`src/rtl/tw_pkg.sv`:
```
package tw_pkg;
    localparam int REG_W = 8;

    typedef enum logic [1:0] {
        ST_RUN   = 2'd0,
        ST_SKIP1 = 2'd1,
        ST_SKIP2 = 2'd2
    } hold_st_t;

    typedef struct packed {
        logic [1:0] spare;
        logic       src_ext;
        logic       edge_fall;
        logic       pre_wdt;
        logic [2:0] ratio;
    } opt_t;
endpackage

```
`src/rtl/tw_cycgen.sv`:
```
module tw_cycgen #(
    parameter int DIV_W = 3
) (
    input  logic       clk,
    input  logic       rst_n,
    input  logic [1:0] div_sel,
    output logic       tick
);
    logic [DIV_W-1:0] cnt_q;
    logic [DIV_W-1:0] mask;

    always_comb begin
        mask = DIV_W'((1 << div_sel) - 1);
        tick = ((cnt_q & mask) == mask);
    end

    always_ff @(posedge clk or negedge rst_n) begin
        if (!rst_n) cnt_q <= '0;
        else        cnt_q <= cnt_q + 1'b1;
    end


    tick_space_chk: assert property (@(posedge clk) disable iff (!rst_n)
        (tick && div_sel != 2'd0) |=> (!tick || div_sel == 2'd0));
endmodule

```
`src/rtl/tw_pinedge.sv`:
```
module tw_pinedge #(
    parameter int SYNC_STAGES = 2
) (
    input  logic clk,
    input  logic rst_n,
    input  logic pin,
    input  logic fall_sel,
    output logic evt
);
    logic [SYNC_STAGES:0] sh_q;

    always_ff @(posedge clk or negedge rst_n) begin
        if (!rst_n) sh_q[0] <= 1'b0;
        else        sh_q[0] <= pin;
    end

    for (genvar i = 1; i <= SYNC_STAGES; i++) begin : g_stage
        always_ff @(posedge clk or negedge rst_n) begin
            if (!rst_n) sh_q[i] <= 1'b0;
            else        sh_q[i] <= sh_q[i-1];
        end
    end

    logic rise, fall;
    always_comb begin
        rise = sh_q[SYNC_STAGES-1] & ~sh_q[SYNC_STAGES];
        fall = ~sh_q[SYNC_STAGES-1] & sh_q[SYNC_STAGES];
        evt  = fall_sel ? fall : rise;
    end
endmodule

```
`src/rtl/tw_prescaler.sv`:
```
module tw_prescaler #(
    parameter int PW    = 8,
    localparam int SEL_W = $clog2(PW)
) (
    input  logic             clk,
    input  logic             rst_n,
    input  logic             in_evt,
    input  logic             clr,
    input  logic [SEL_W-1:0] ratio,
    output logic             out_evt
);
    logic [PW-1:0] cnt_q;
    logic [PW-1:0] mask;

    always_comb begin
        mask    = PW'((2 << ratio) - 1);
        out_evt = in_evt && ((cnt_q & mask) == mask);
    end

    always_ff @(posedge clk or negedge rst_n) begin
        if (!rst_n)      cnt_q <= '0;
        else if (clr)    cnt_q <= '0;
        else if (in_evt) cnt_q <= cnt_q + 1'b1;
    end


    presc_wrap_chk: assert property (@(posedge clk) disable iff (!rst_n)
        (out_evt && !clr) |=> ((cnt_q & $past(mask)) == '0));
endmodule

```
`src/rtl/tw_timer_wdt.sv`:
```
module tw_timer_wdt
    import tw_pkg::*;
#(
    parameter int PRE_W = 8,
    parameter int WDT_W = 8
) (
    input  logic             clk,
    input  logic             rst_n,
    input  logic [1:0]       cyc_div_sel,
    input  logic             reg_wr,
    input  logic             reg_sel,
    input  logic [REG_W-1:0] reg_wdata,
    output logic [REG_W-1:0] reg_rdata,
    input  logic             ext_clk_pin,
    input  logic             tmr_ie,
    input  logic             glb_ie,
    input  logic             flag_clr,
    input  logic             wdt_clr,
    input  logic             sleep_req,
    output logic             tmr_flag,
    output logic             tmr_irq,
    output logic             wdt_timeout
);
    hold_st_t         st_q, st_d;
    opt_t             opt_q;
    logic [REG_W-1:0] tmr_q;
    logic [WDT_W-1:0] wdt_q;
    logic             flag_q, to_q;
    logic             cyc_tick, ext_evt, pre_out;
    logic             tmr_wr, opt_wr, running, src_evt;
    logic             pre_in, pre_clr, tmr_step, wdt_evt, wdt_rst;

    tw_cycgen #(.DIV_W(3)) u_cyc (
        .clk(clk), .rst_n(rst_n), .div_sel(cyc_div_sel), .tick(cyc_tick));

    tw_pinedge #(.SYNC_STAGES(2)) u_pin (
        .clk(clk), .rst_n(rst_n), .pin(ext_clk_pin),
        .fall_sel(opt_q.edge_fall), .evt(ext_evt));

    tw_prescaler #(.PW(PRE_W)) u_pre (
        .clk(clk), .rst_n(rst_n), .in_evt(pre_in), .clr(pre_clr),
        .ratio(opt_q.ratio), .out_evt(pre_out));

    always_comb begin
        tmr_wr   = reg_wr & ~reg_sel;
        opt_wr   = reg_wr & reg_sel;
        src_evt  = opt_q.src_ext ? ext_evt : cyc_tick;
        pre_in   = opt_q.pre_wdt ? cyc_tick : (src_evt & running);
        pre_clr  = sleep_req | (wdt_clr & opt_q.pre_wdt) | (tmr_wr & ~opt_q.pre_wdt);
        tmr_step = opt_q.pre_wdt ? (src_evt & running) : pre_out;
        wdt_evt  = opt_q.pre_wdt ? pre_out : cyc_tick;
        wdt_rst  = sleep_req | wdt_clr;
    end

    // hold-off state register
    always_ff @(posedge clk or negedge rst_n) begin
        if (!rst_n) st_q <= ST_RUN;
        else        st_q <= st_d;
    end

    always_comb begin
        st_d = st_q;
        unique case (st_q)
            ST_RUN:   st_d = tmr_wr ? ST_SKIP1 : ST_RUN;
            ST_SKIP1: st_d = tmr_wr ? ST_SKIP1 : (cyc_tick ? ST_SKIP2 : ST_SKIP1);
            ST_SKIP2: st_d = tmr_wr ? ST_SKIP1 : (cyc_tick ? ST_RUN : ST_SKIP2);
            default:  st_d = ST_RUN;
        endcase
    end

    // state-driven outputs
    always_comb begin
        running     = (st_q == ST_RUN);
        reg_rdata   = reg_sel ? REG_W'(opt_q) : tmr_q;
        tmr_flag    = flag_q;
        tmr_irq     = flag_q & tmr_ie & glb_ie;
        wdt_timeout = to_q;
    end

    always_ff @(posedge clk or negedge rst_n) begin
        if (!rst_n) begin
            opt_q  <= '0;
            tmr_q  <= '0;
            flag_q <= 1'b0;
        end else begin
            if (opt_wr)        opt_q <= opt_t'({2'b00, reg_wdata[5:0]});
            if (tmr_wr)        tmr_q <= reg_wdata;
            else if (tmr_step) tmr_q <= tmr_q + 1'b1;
            if (tmr_step && !tmr_wr && tmr_q == '1) flag_q <= 1'b1;
            else if (flag_clr)                      flag_q <= 1'b0;
        end
    end

    always_ff @(posedge clk or negedge rst_n) begin
        if (!rst_n) begin
            wdt_q <= '0;
            to_q  <= 1'b0;
        end else begin
            to_q <= wdt_evt && !wdt_rst && (wdt_q == '1);
            if (wdt_rst)      wdt_q <= '0;
            else if (wdt_evt) wdt_q <= wdt_q + 1'b1;
        end
    end


    hold_freeze_chk: assert property (@(posedge clk) disable iff (!rst_n)
        (st_q != ST_RUN && !tmr_wr) |=> (tmr_q == $past(tmr_q)));


    ovf_flag_chk: assert property (@(posedge clk) disable iff (!rst_n)
        $rose(flag_q) |-> (tmr_q == '0 && $past(tmr_q) == '1));


    wdt_pulse_chk: assert property (@(posedge clk) disable iff (!rst_n)
        wdt_timeout |=> !wdt_timeout);


    sleep_clear_chk: assert property (@(posedge clk) disable iff (!rst_n)
        sleep_req |=> (wdt_q == '0 && !wdt_timeout));
endmodule

```
`config.mk`:
```
export PLATFORM = sky130hd
export DESIGN_NAME = tw_timer_wdt
export DESIGN_NICKNAME = d
export VERILOG_FILES = /design/src/rtl/tw_pkg.sv /design/src/rtl/tw_cycgen.sv /design/src/rtl/tw_pinedge.sv /design/src/rtl/tw_prescaler.sv /design/src/rtl/tw_timer_wdt.sv
export SDC_FILE = /design/constraint.sdc
export NUM_CORES = 1
export LEC_CHECK = 0
export BUFFER_PORTS_ARGS = -buffer_cell sky130_fd_sc_hd__buf_2
export CORE_ASPECT_RATIO = 1.25
export CORE_UTILIZATION = 35
export CTS_BUF_LIST = sky130_fd_sc_hd__clkbuf_8
export CTS_CLUSTER_SIZE = 40
export DETAILED_ROUTE_END_ITERATION = 10
export PLACE_DENSITY_LB_ADDON = 0.08
export REMOVE_ABC_BUFFERS = 1
export SLEW_MARGIN = 30
export SYNTH_ARGS = -nofsm -noshare
export SYNTH_HDL_FRONTEND = slang
export SYNTH_HIERARCHICAL = 1
export SYNTH_SLANG_ARGS = --single-unit
```
`constraint.sdc`:
```
create_clock -name clk -period 8.7 [get_ports clk]
set_clock_uncertainty 0.1 [all_clocks]
set_input_delay 1.74 -clock clk [delete_from_list [all_inputs] [get_ports clk]]
set_output_delay 1.74 -clock clk [all_outputs]
set_load 0.01 [all_outputs]
```
* After elaboration in Yosys (flattened, before gate mapping)
Index checks and enable logic that the tools add are counted.
Word-level totals: ROM bits 0, memories kept 0, input bits 20, latch bits 0, output and inout bits 11, register bits after elaboration 40, bits in writable memories 0
Cells by class: add/subtract/negate cells 6, shift-type cells 2, $lt $le $gt $ge 0, mux-type cells 20, $mul 0, equal/unequal tests 6, divide/modulo/power cells 0, bitwise logic cells 18, reduce and logical (&&, ||, !) cells 12
Operator list (count):
- 2-to-1 mux 8 bit | 7
- adder 8 x 1 -> 8 bit, second input constant | 3
- == test 8 bit, second input constant | 2
- AND 1 bit | 9
- AND 8 bit | 1
- == test 8 bit | 1
- 2-to-1 mux 1 bit | 8
- 2-to-1 mux 2 bit | 4
- nonzero test 2 bit | 4
- << shifter 2 x 3 -> 8 bit, first input constant | 1
- subtractor 8 x 2 -> 8 bit, second input constant | 1
- one-hot mux 2 bit (3 select lines) | 1
- logical AND 1 bit | 5
- inverter 1 bit | 4
- adder 3 x 1 -> 3 bit, second input constant | 1
- AND 3 bit | 1
- == test 3 bit | 1
- bitwise OR 1 bit | 3
- << shifter 1 x 2 -> 3 bit, first input constant | 1
- subtractor 3 x 2 -> 3 bit, second input constant | 1
- == test 2 x 1 -> 1 bit, second input constant | 1
- == test 2 bit, second input constant | 1
- logical NOT 1 bit | 2
- logical NOT 2 bit | 1

* Depth between registers and ports, before layout
Gate-level depths: netlist of the first run.
depth in word-level cells 12, depth in mapped cells 14

* Modules after synthesis
The synthesis of the first run kept the hierarchy.
Modules (own cells, without submodules):
- tw_timer_wdt | cells an instance 141, area each 1413.9 µm², seq. area each 650.6 µm², instances 1
- tw_prescaler | cells an instance 57, area each 525.5 µm², seq. area each 200.2 µm², instances 1
- tw_cycgen | cells an instance 10, area each 133.9 µm², seq. area each 75.1 µm², instances 1
- tw_pinedge | cells an instance 6, area each 97.6 µm², seq. area each 75.1 µm², instances 1

* Least setup slack after synthesis of the first run
Ideal clock, no wire load.
path type input to register, start input cyc_div_sel[0], end register tmr_q[6], stages 13, path slack 4.433 ns, buffers on the path 1, setup time 0.082 ns, arrival time 4.085 ns, cell sequence nor2b_2 -> o221ai_2 -> mux2_4 -> nand2_1 -> o21ai_0 -> buf_2 -> o211ai_1 -> a221oi_2 -> o221a_1 -> nor2b_1 -> a31oi_4 -> or4_1 -> a31oi_1
Between the ends: cells in the longest elaborated chain, start to end 10
Ends and longest elaborated chain:
- start, declared | RTL line tw_timer_wdt.sv:9 | input logic [1:0] cyc_div_sel,
- << shifter 1 x 2 -> 3 bit (*) | RTL line tw_cycgen.sv:13 | mask = DIV_W'((1 << div_sel) - 1);
- subtractor 3 x 2 -> 3 bit (*) | RTL line tw_cycgen.sv:13
- AND 3 bit | RTL line tw_cycgen.sv:14 | tick = ((cnt_q & mask) == mask);
- == test 3 bit (*) | RTL line tw_cycgen.sv:14
- net cyc_tick | RTL line tw_timer_wdt.sv:29 | logic cyc_tick, ext_evt, pre_out;
- 2-to-1 mux 1 bit | RTL line tw_timer_wdt.sv:47 | src_evt = opt_q.src_ext ? ext_evt : cyc_tick;
- AND 1 bit | RTL line tw_timer_wdt.sv:48 | pre_in = opt_q.pre_wdt ? cyc_tick : (src_evt & running);
- 2-to-1 mux 1 bit (*) | RTL line tw_timer_wdt.sv:48
- net pre_in | RTL line tw_timer_wdt.sv:31 | logic pre_in, pre_clr, tmr_step, wdt_evt, wdt_rst;
- logical AND 1 bit (*) | RTL line tw_prescaler.sv:17 | out_evt = in_evt && ((cnt_q & mask) == mask);
- net pre_out | RTL line tw_timer_wdt.sv:29
- 2-to-1 mux 1 bit (*) | RTL line tw_timer_wdt.sv:50 | tmr_step = opt_q.pre_wdt ? (src_evt & running) : pre_out;
- nonzero test 2 bit (no source line) (*)
- end signal, assigned | RTL line tw_timer_wdt.sv:87 | if (tmr_wr) tmr_q <= reg_wdata;
- end signal, assigned | RTL line tw_timer_wdt.sv:88 | else if (tmr_step) tmr_q <= tmr_q + 1'b1;
- end, declared | RTL line tw_timer_wdt.sv:26 | logic [REG_W-1:0] tmr_q;
The timed path passes the listed nets; every way through them passes the cells marked *. A chain may end at the register's enable or synchronous reset.

* Worst setup path after layout of the first run
start input cyc_div_sel[0], end register tmr_q[5]
Same word-level chain as after synthesis.

==> impl_metrics.env, run 1 <==
export IMPL_area_delta_synth_final_pct=13.9
export IMPL_final_layout_size_suffix_gt1_frac=0.242
export IMPL_setup_worst_path_start="cyc_div_sel[0]"
export IMPL_wl_per_cell_um=13.2
export IMPL_slew_violations=0
export IMPL_use_met2=0.227
export IMPL_path_clk_slew_ns=0.07
export IMPL_io_pins=31
export IMPL_ys_warn_count=6
export IMPL_rsz0062_at_grt="no"
export IMPL_clockRootBuffer="clkbuf_8"
export IMPL_clk_latency_ns=0.29
export IMPL_grt_max_degree=41
export IMPL_cp_num_buf_inv=1
export IMPL_grtUsageMet3=0.0303
export IMPL_fmax_ghz=0.208
export IMPL_postPlaceCellArea_mm2=0.00238
export IMPL_vias_per_cell=4.97
export IMPL_hold_class="flop to flop"
export IMPL_use_met1=0.195
export IMPL_tightest_slew_ns=0.789
export IMPL_ys_types=50
export IMPL_yosysTopAreaCellShare=0.461
export IMPL_die_area_mm2=0.00652
export IMPL_critPathMaxFanout=15
export IMPL_hold_path_depth=0
export IMPL_netlist_top_cell_by_area="dfrtp_1"
export IMPL_grt_pass1_wl_um=7420
export IMPL_r2r_slack_ns=5.10
export IMPL_maxCapViolations=0
export IMPL_outcome="finished, final reports clean"
export IMPL_grt_usage=0.144
export IMPL_final_common_cell="dfrtp_1"
export IMPL_ys_ff_latch=40
export IMPL_yosys_top_cells_area="dfrtp_1 46%, mux2_2 5.7%, nor2_1 4.5%, xnor2_1 3.6%, nand2_1 3.1%"
export IMPL_dp_hpwl_um=3130
export IMPL_period_minus_slack_ns=4.81
export IMPL_power_leakage_nw=1.05
export IMPL_cts_sinks=40
export IMPL_numCtsBuffers=5
export IMPL_grt_busiest_layer="met2"
export IMPL_cp_data_arrival_time_ns=4.91
export IMPL_grt_pass1_vias=1564
export IMPL_netlist_area_mm2=0.00217
export IMPL_grt_ovfl_total=0
export IMPL_r2r_end="tmr_q[5]"
export IMPL_die_h_um=90.1
export IMPL_path_cells="buf_2, nor2b_2, o221ai_2, mux2_4, nand2_1, o21ai_0, o211ai_1, a221oi_2, o221a_1, nor2b_1, a31oi_4, or4_1, a31oi_1"
export IMPL_globalplace_congestion=0.714
export IMPL_yosysSeqAreaShare=0.461
export IMPL_firstDrtPassIters=4
export IMPL_slew_headroom=0.468
export IMPL_start_kind="input pin"
export IMPL_vias=1619
export IMPL_final_cell_mix="40 x dfrtp_1, 29 x buf_2, 26 x nor2_1"
export IMPL_r2r_start="u_cyc/cnt_q[0]"
export IMPL_slowest_stage="o21ai_0"
export IMPL_post_cts_setup_buffers=0
export IMPL_drt_antenna_violating_nets=0
export IMPL_power_density_mw_per_mm2=174
export IMPL_clock_path_buffers=2
export IMPL_num_nets_final=268
export IMPL_antenna_found_initial=0
export IMPL_synthArstFlopShare=1.00
export IMPL_hold_violations=0
export IMPL_hold_buffers=0
export IMPL_avgSynthCellArea_um2=10.1
export IMPL_portBuffers=30
export IMPL_rr_worst_depth=12
export IMPL_diodes=0
export IMPL_critPathCapture="tmr_q[5]"
export IMPL_setup_viol_count_final=0
export IMPL_cp_required_ns=8.80
export IMPL_syn_inst=214
export IMPL_core_mm2=0.00590
export IMPL_cp_depth=13
export IMPL_fin_tns_setup_ns=0
export IMPL_tritoncts="built"
export IMPL_start_util=0.368
export IMPL_peakVddDrop_uv=71.0
export IMPL_fin_area_mm2=0.00247
export IMPL_synth_edf_count=0
export IMPL_drt_iter0_markers=73
export IMPL_cts_resized=0
export IMPL_htree_levels=2
export IMPL_crit_family="compound AO/OA/AOI/OAI gates"
export IMPL_drc=0
export IMPL_synth_ff_type="dfrtp_1"
export IMPL_cp_end_kind="flop"
export IMPL_period_share=0.553
export IMPL_crit_type="input pin to flop"
export IMPL_placement_rows=31
export IMPL_die_w_um=72.4
export IMPL_critPathMaxStageDelay_ns=0.62
export IMPL_wirelength_um=4320
export IMPL_fillers=602
## layout make-up
cell class | instances | area, um2 | share of cell area
multi-input cells | 160 | 1100 | 0.445
clock inverters | 2 | 11.3 | 0.00455
well taps | 82 | 103 | 0.0415
inverters | 6 | 22.5 | 0.00911
repair buffers | 30 | 153 | 0.0617
flip-flops and latches | 40 | 1000 | 0.405
clock buffers | 6 | 82.6 | 0.0334
## metrics by stage
step / worst slack (ns) / util / power (W) / instances / hold slack, ns
2_1_floorplan: 4.03 / - / 0.000275 / 206 / 0.231
3_3_place_gp: 3.64 / 0.403 / 0.000307 / 318 / 0.243
3_5_place_dp: 3.53 / 0.403 / 0.000307 / 318 / 0.235
4_1_cts: 3.83 / 0.419 / 0.000437 / 326 / 0.253
5_1_grt: 3.51 / 0.419 / 0.000457 / 326 / 0.260
6_report: 3.89 / 0.419 / 0.000430 / 326 / 0.250
## registers in the layout, summed over array words and instances, names as in the netlist
name,flops
opt_q,6
st_q,2
tmr_flag,1
tmr_q,8
u_cyc/cnt_q,3
u_pin/sh_q,3
u_pre/cnt_q,8
wdt_q,8
wdt_timeout,1
## worst min path at each step
stage                             start       endpoint  slack (ns)
after floorplan           u_pin/sh_q[0]  u_pin/sh_q[1]        0.23
after global placement    u_pin/sh_q[0]  u_pin/sh_q[1]        0.24
after detailed placement  u_pin/sh_q[0]  u_pin/sh_q[1]        0.23
after CTS                 u_pin/sh_q[0]  u_pin/sh_q[1]        0.25
after global routing      u_pin/sh_q[0]  u_pin/sh_q[1]        0.26
final                     u_pin/sh_q[0]  u_pin/sh_q[1]        0.25
## where the power goes
| group | leakage (nW) | internal (W) | switching [W] |
|---|---|---|---|
| logic | 0.494 | 0.0000379 | 0.0000436 |
| clock network | 0.0486 | 0.0000633 | 0.0000648 |
| registers | 0.510 | 0.000200 | 0.0000208 |
| total | 1.05 | 0.000301 | 0.000129 |
## kinds of logic after synthesis
| logic type | count (synthesis) | share of synthesized area |
|---|---|---|
| adders and majority gates | 5 | 0.0288 |
| AOI/OAI and AO/OA | 36 | 0.121 |
| buffers and inverters | 14 | 0.0323 |
| DFF | 40 | 0.461 |
| and+or+nand+nor | 88 | 0.212 |
| muxes | 16 | 0.0841 |
| xor gates and xnor gates | 15 | 0.0605 |
## layer usage
metal / wire, um / up-vias / part of all wire
met5: 0 / - / 0
met4: 45 / 0 / 0.010
met3: 131 / 5 / 0.030
met2: 2010 / 32 / 0.47
met1: 2130 / 761 / 0.49
li1: - / 821 / -
## cell usage after synthesis (all sizes together) (2+ instances only)
master	count
nand3b	3
mux2i	4
ha	5
inv	6
nor2b	7
mux2	12
nand2b	2
dfrtp	40
nand4	4
a31oi	7
nand2	18
nor4b	2
o31ai	3
nand3	6
nor2	27
o221ai	2
clkbuf	2
nor3b	3
buf	6
or3	6
or4	3
xnor2	9
xor2	6
a21oi	6
o21ai	10
nor3	2
nor4	2
or2	2
Power figures use the tool's default switching activity.
==> inputs of run 2 (changes only) <==
==> constraint.sdc (replaced) <==
create_clock -name clk -period 4 [get_ports clk]
set_clock_uncertainty 0.1 [all_clocks]
set_input_delay 0.8 -clock clk [delete_from_list [all_inputs] [get_ports clk]]
set_output_delay 0.8 -clock clk [all_outputs]
set_load 0.01 [all_outputs]
==> impl_metrics.env, run 2 (synthesis results as in run 1) <==
export IMPL_die_area_mm2=0.00652
export IMPL_fin_cells=328
export IMPL_r2r_slack_ns=1.06
export IMPL_fin_tns_setup_ns=0
export IMPL_drt_iter0_markers=58
export IMPL_antenna_found_initial=0
export IMPL_die_w_um=72.4
export IMPL_clockRootBuffer="clkbuf_8"
export IMPL_dp_cells=320
export IMPL_globalplace_congestion=0.798
export IMPL_p_sw_frac=0.277
export IMPL_post_cts_setup_buffers=0
export IMPL_final_layout_size_suffix_gt1_frac=0.252
export IMPL_tritoncts="built"
export IMPL_start_util=0.368
export IMPL_crit_type="input pin to flop"
export IMPL_clkPwrFrac=0.354
export IMPL_diodes=0
export IMPL_cts_resized=0
export IMPL_peakVddDrop_uv=187
export IMPL_cp_end_kind="flop"
export IMPL_htree_levels=2
export IMPL_pwr_share_comb=0.177
export IMPL_rr_worst_depth=9
export IMPL_clock_path_buffers=2
export IMPL_outcome="finished, final reports clean"
export IMPL_rsz0062_at_grt="no"
export IMPL_vias=1612
export IMPL_hold_class="flop to flop"
export IMPL_placement_rows=31
export IMPL_critPathCapture="tmr_q[7]"
export IMPL_final_cell_mix="40 x dfrtp_1, 29 x buf_2, 26 x nor2_1"
export IMPL_drt_antenna_violating_nets=0
export IMPL_setup_viol_count_final=0
export IMPL_grt_max_degree=41
export IMPL_fin_area_mm2=0.00252
export IMPL_r2r_start="opt_q[1]"
export IMPL_io_pins=31
export IMPL_p_total_w=0.00102
export IMPL_largestRegisters="tmr_q x8, u_pre/cnt_q x8, wdt_q x8"
export IMPL_start_kind="input pin"
export IMPL_period_minus_slack_ns=3.20
export IMPL_dp_hpwl_um=3060
export IMPL_grt_ovfl_total=0
export IMPL_pwr_share_seq=0.469
export IMPL_r2r_end="tmr_q[7]"
export IMPL_fillers=599
export IMPL_firstDrtPassIters=4
export IMPL_hold_violations=0
export IMPL_hold_buffers=0
export IMPL_grt_pass1_wl_um=7310
export IMPL_cts_sinks=40
export IMPL_maxCapViolations=0
export IMPL_vias_per_cell=4.91
export IMPL_whs_ns=0.258
export IMPL_tightest_slew_ns=0.585
export IMPL_slew_violations=0
export IMPL_postPlaceCellArea_mm2=0.00239
export IMPL_grt_pass1_vias=1546
export IMPL_period_share=0.799
export IMPL_power_switching_w=0.000283
export IMPL_power_internal_w=0.000740
export IMPL_numCtsBuffers=5
export IMPL_area_delta_synth_final_pct=16.1
export IMPL_cp_required_ns=4.12
export IMPL_critPathMaxFanout=15
export IMPL_num_nets_final=270
export IMPL_fmax_ghz=0.313
export IMPL_slew_headroom=0.602
export IMPL_drc=0
export IMPL_cp_data_arrival_time_ns=3.32
export IMPL_wirelength_um=4220
export IMPL_power_density_mw_per_mm2=406
export IMPL_final_common_cell="dfrtp_1"
export IMPL_clk_latency_ns=0.29
export IMPL_wl_per_cell_um=12.9
export IMPL_core_mm2=0.00590
export IMPL_power_leakage_nw=1.08
export IMPL_die_h_um=90.1
export IMPL_grt_usage=0.142
export IMPL_setup_worst_path_start="cyc_div_sel[0]"
export IMPL_path_clk_slew_ns=0.08
export IMPL_portBuffers=30
[run 2: cell count changes in the layout (fill, tap and decap cells not counted), sizes merged]
cell / delta
inv: -1
clkbuf: +1
clkinvlp: -1
buf: +2
bufinv: +1
[run 2: power groups by stage]
stage                     Clock [W]  Sequential [W]  Combinational [W]
after global routing       0.000390        0.000488           0.000204
after detailed placement          0        0.000487           0.000183
after CTS                  0.000374        0.000479           0.000184
final                      0.000362        0.000480           0.000181
after floorplan                   0        0.000475           0.000124
after global placement            0        0.000487           0.000183
[run 2: worst min path at each step]
stage,end,slack [ns],start,depth (start not counted)
finish,u_pin/sh_q[1],0.26,u_pin/sh_q[0],0
global route,u_pin/sh_q[1],0.28,u_pin/sh_q[0],0
CTS,u_pin/sh_q[1],0.26,u_pin/sh_q[0],0
detailed placement,u_pin/sh_q[1],0.24,u_pin/sh_q[0],0
global placement,u_pin/sh_q[1],0.24,u_pin/sh_q[0],0
floorplan,u_pin/sh_q[1],0.23,u_pin/sh_q[0],0
[run 2: routing by layer]
metal | wire length, um | GRT usage | vias up
li1 | - | - | 824
met1 | 2040 | 0.189 | 749
met2 | 1940 | 0.226 | 34
met3 | 171 | 0.0303 | 5
met4 | 62 | 0.0490 | 0
met5 | 0 | 0 | -
[run 2: worst max-delay path, cell delays in order]
cell and delay [ns]:
buf_2 0.10, nor2b_2 0.15, o221ai_2 0.16, mux2_4 0.20, nand2_1 0.05, o21ai_0 0.22
o211ai_1 0.15, a221oi_2 0.18, o221a_1 0.24, nor2b_1 0.23, a31oi_4 0.12, or4_1 0.56
a31oi_1 0.17
[run 2: stage by stage]
stage / utilization / setup slack, ns
floorplan: - / 0.270
global placement: 0.406 / 0.556
detailed placement: 0.406 / 0.483
CTS: 0.427 / 0.787
global route: 0.427 / 0.621
finish: 0.427 / 0.803
[run 2: final cells by class]
type                            instances  area (um2)  share of cell area
Clock buffer                            7        96.3              0.0382
Inverter                                6        22.5             0.00894
Tap cell                               82         103              0.0407
Clock inverter                          1        30.0              0.0119
Timing Repair Buffer                   32         168              0.0665
Multi-Input combinational cell        160        1100               0.436
Sequential cell                        40        1000               0.397
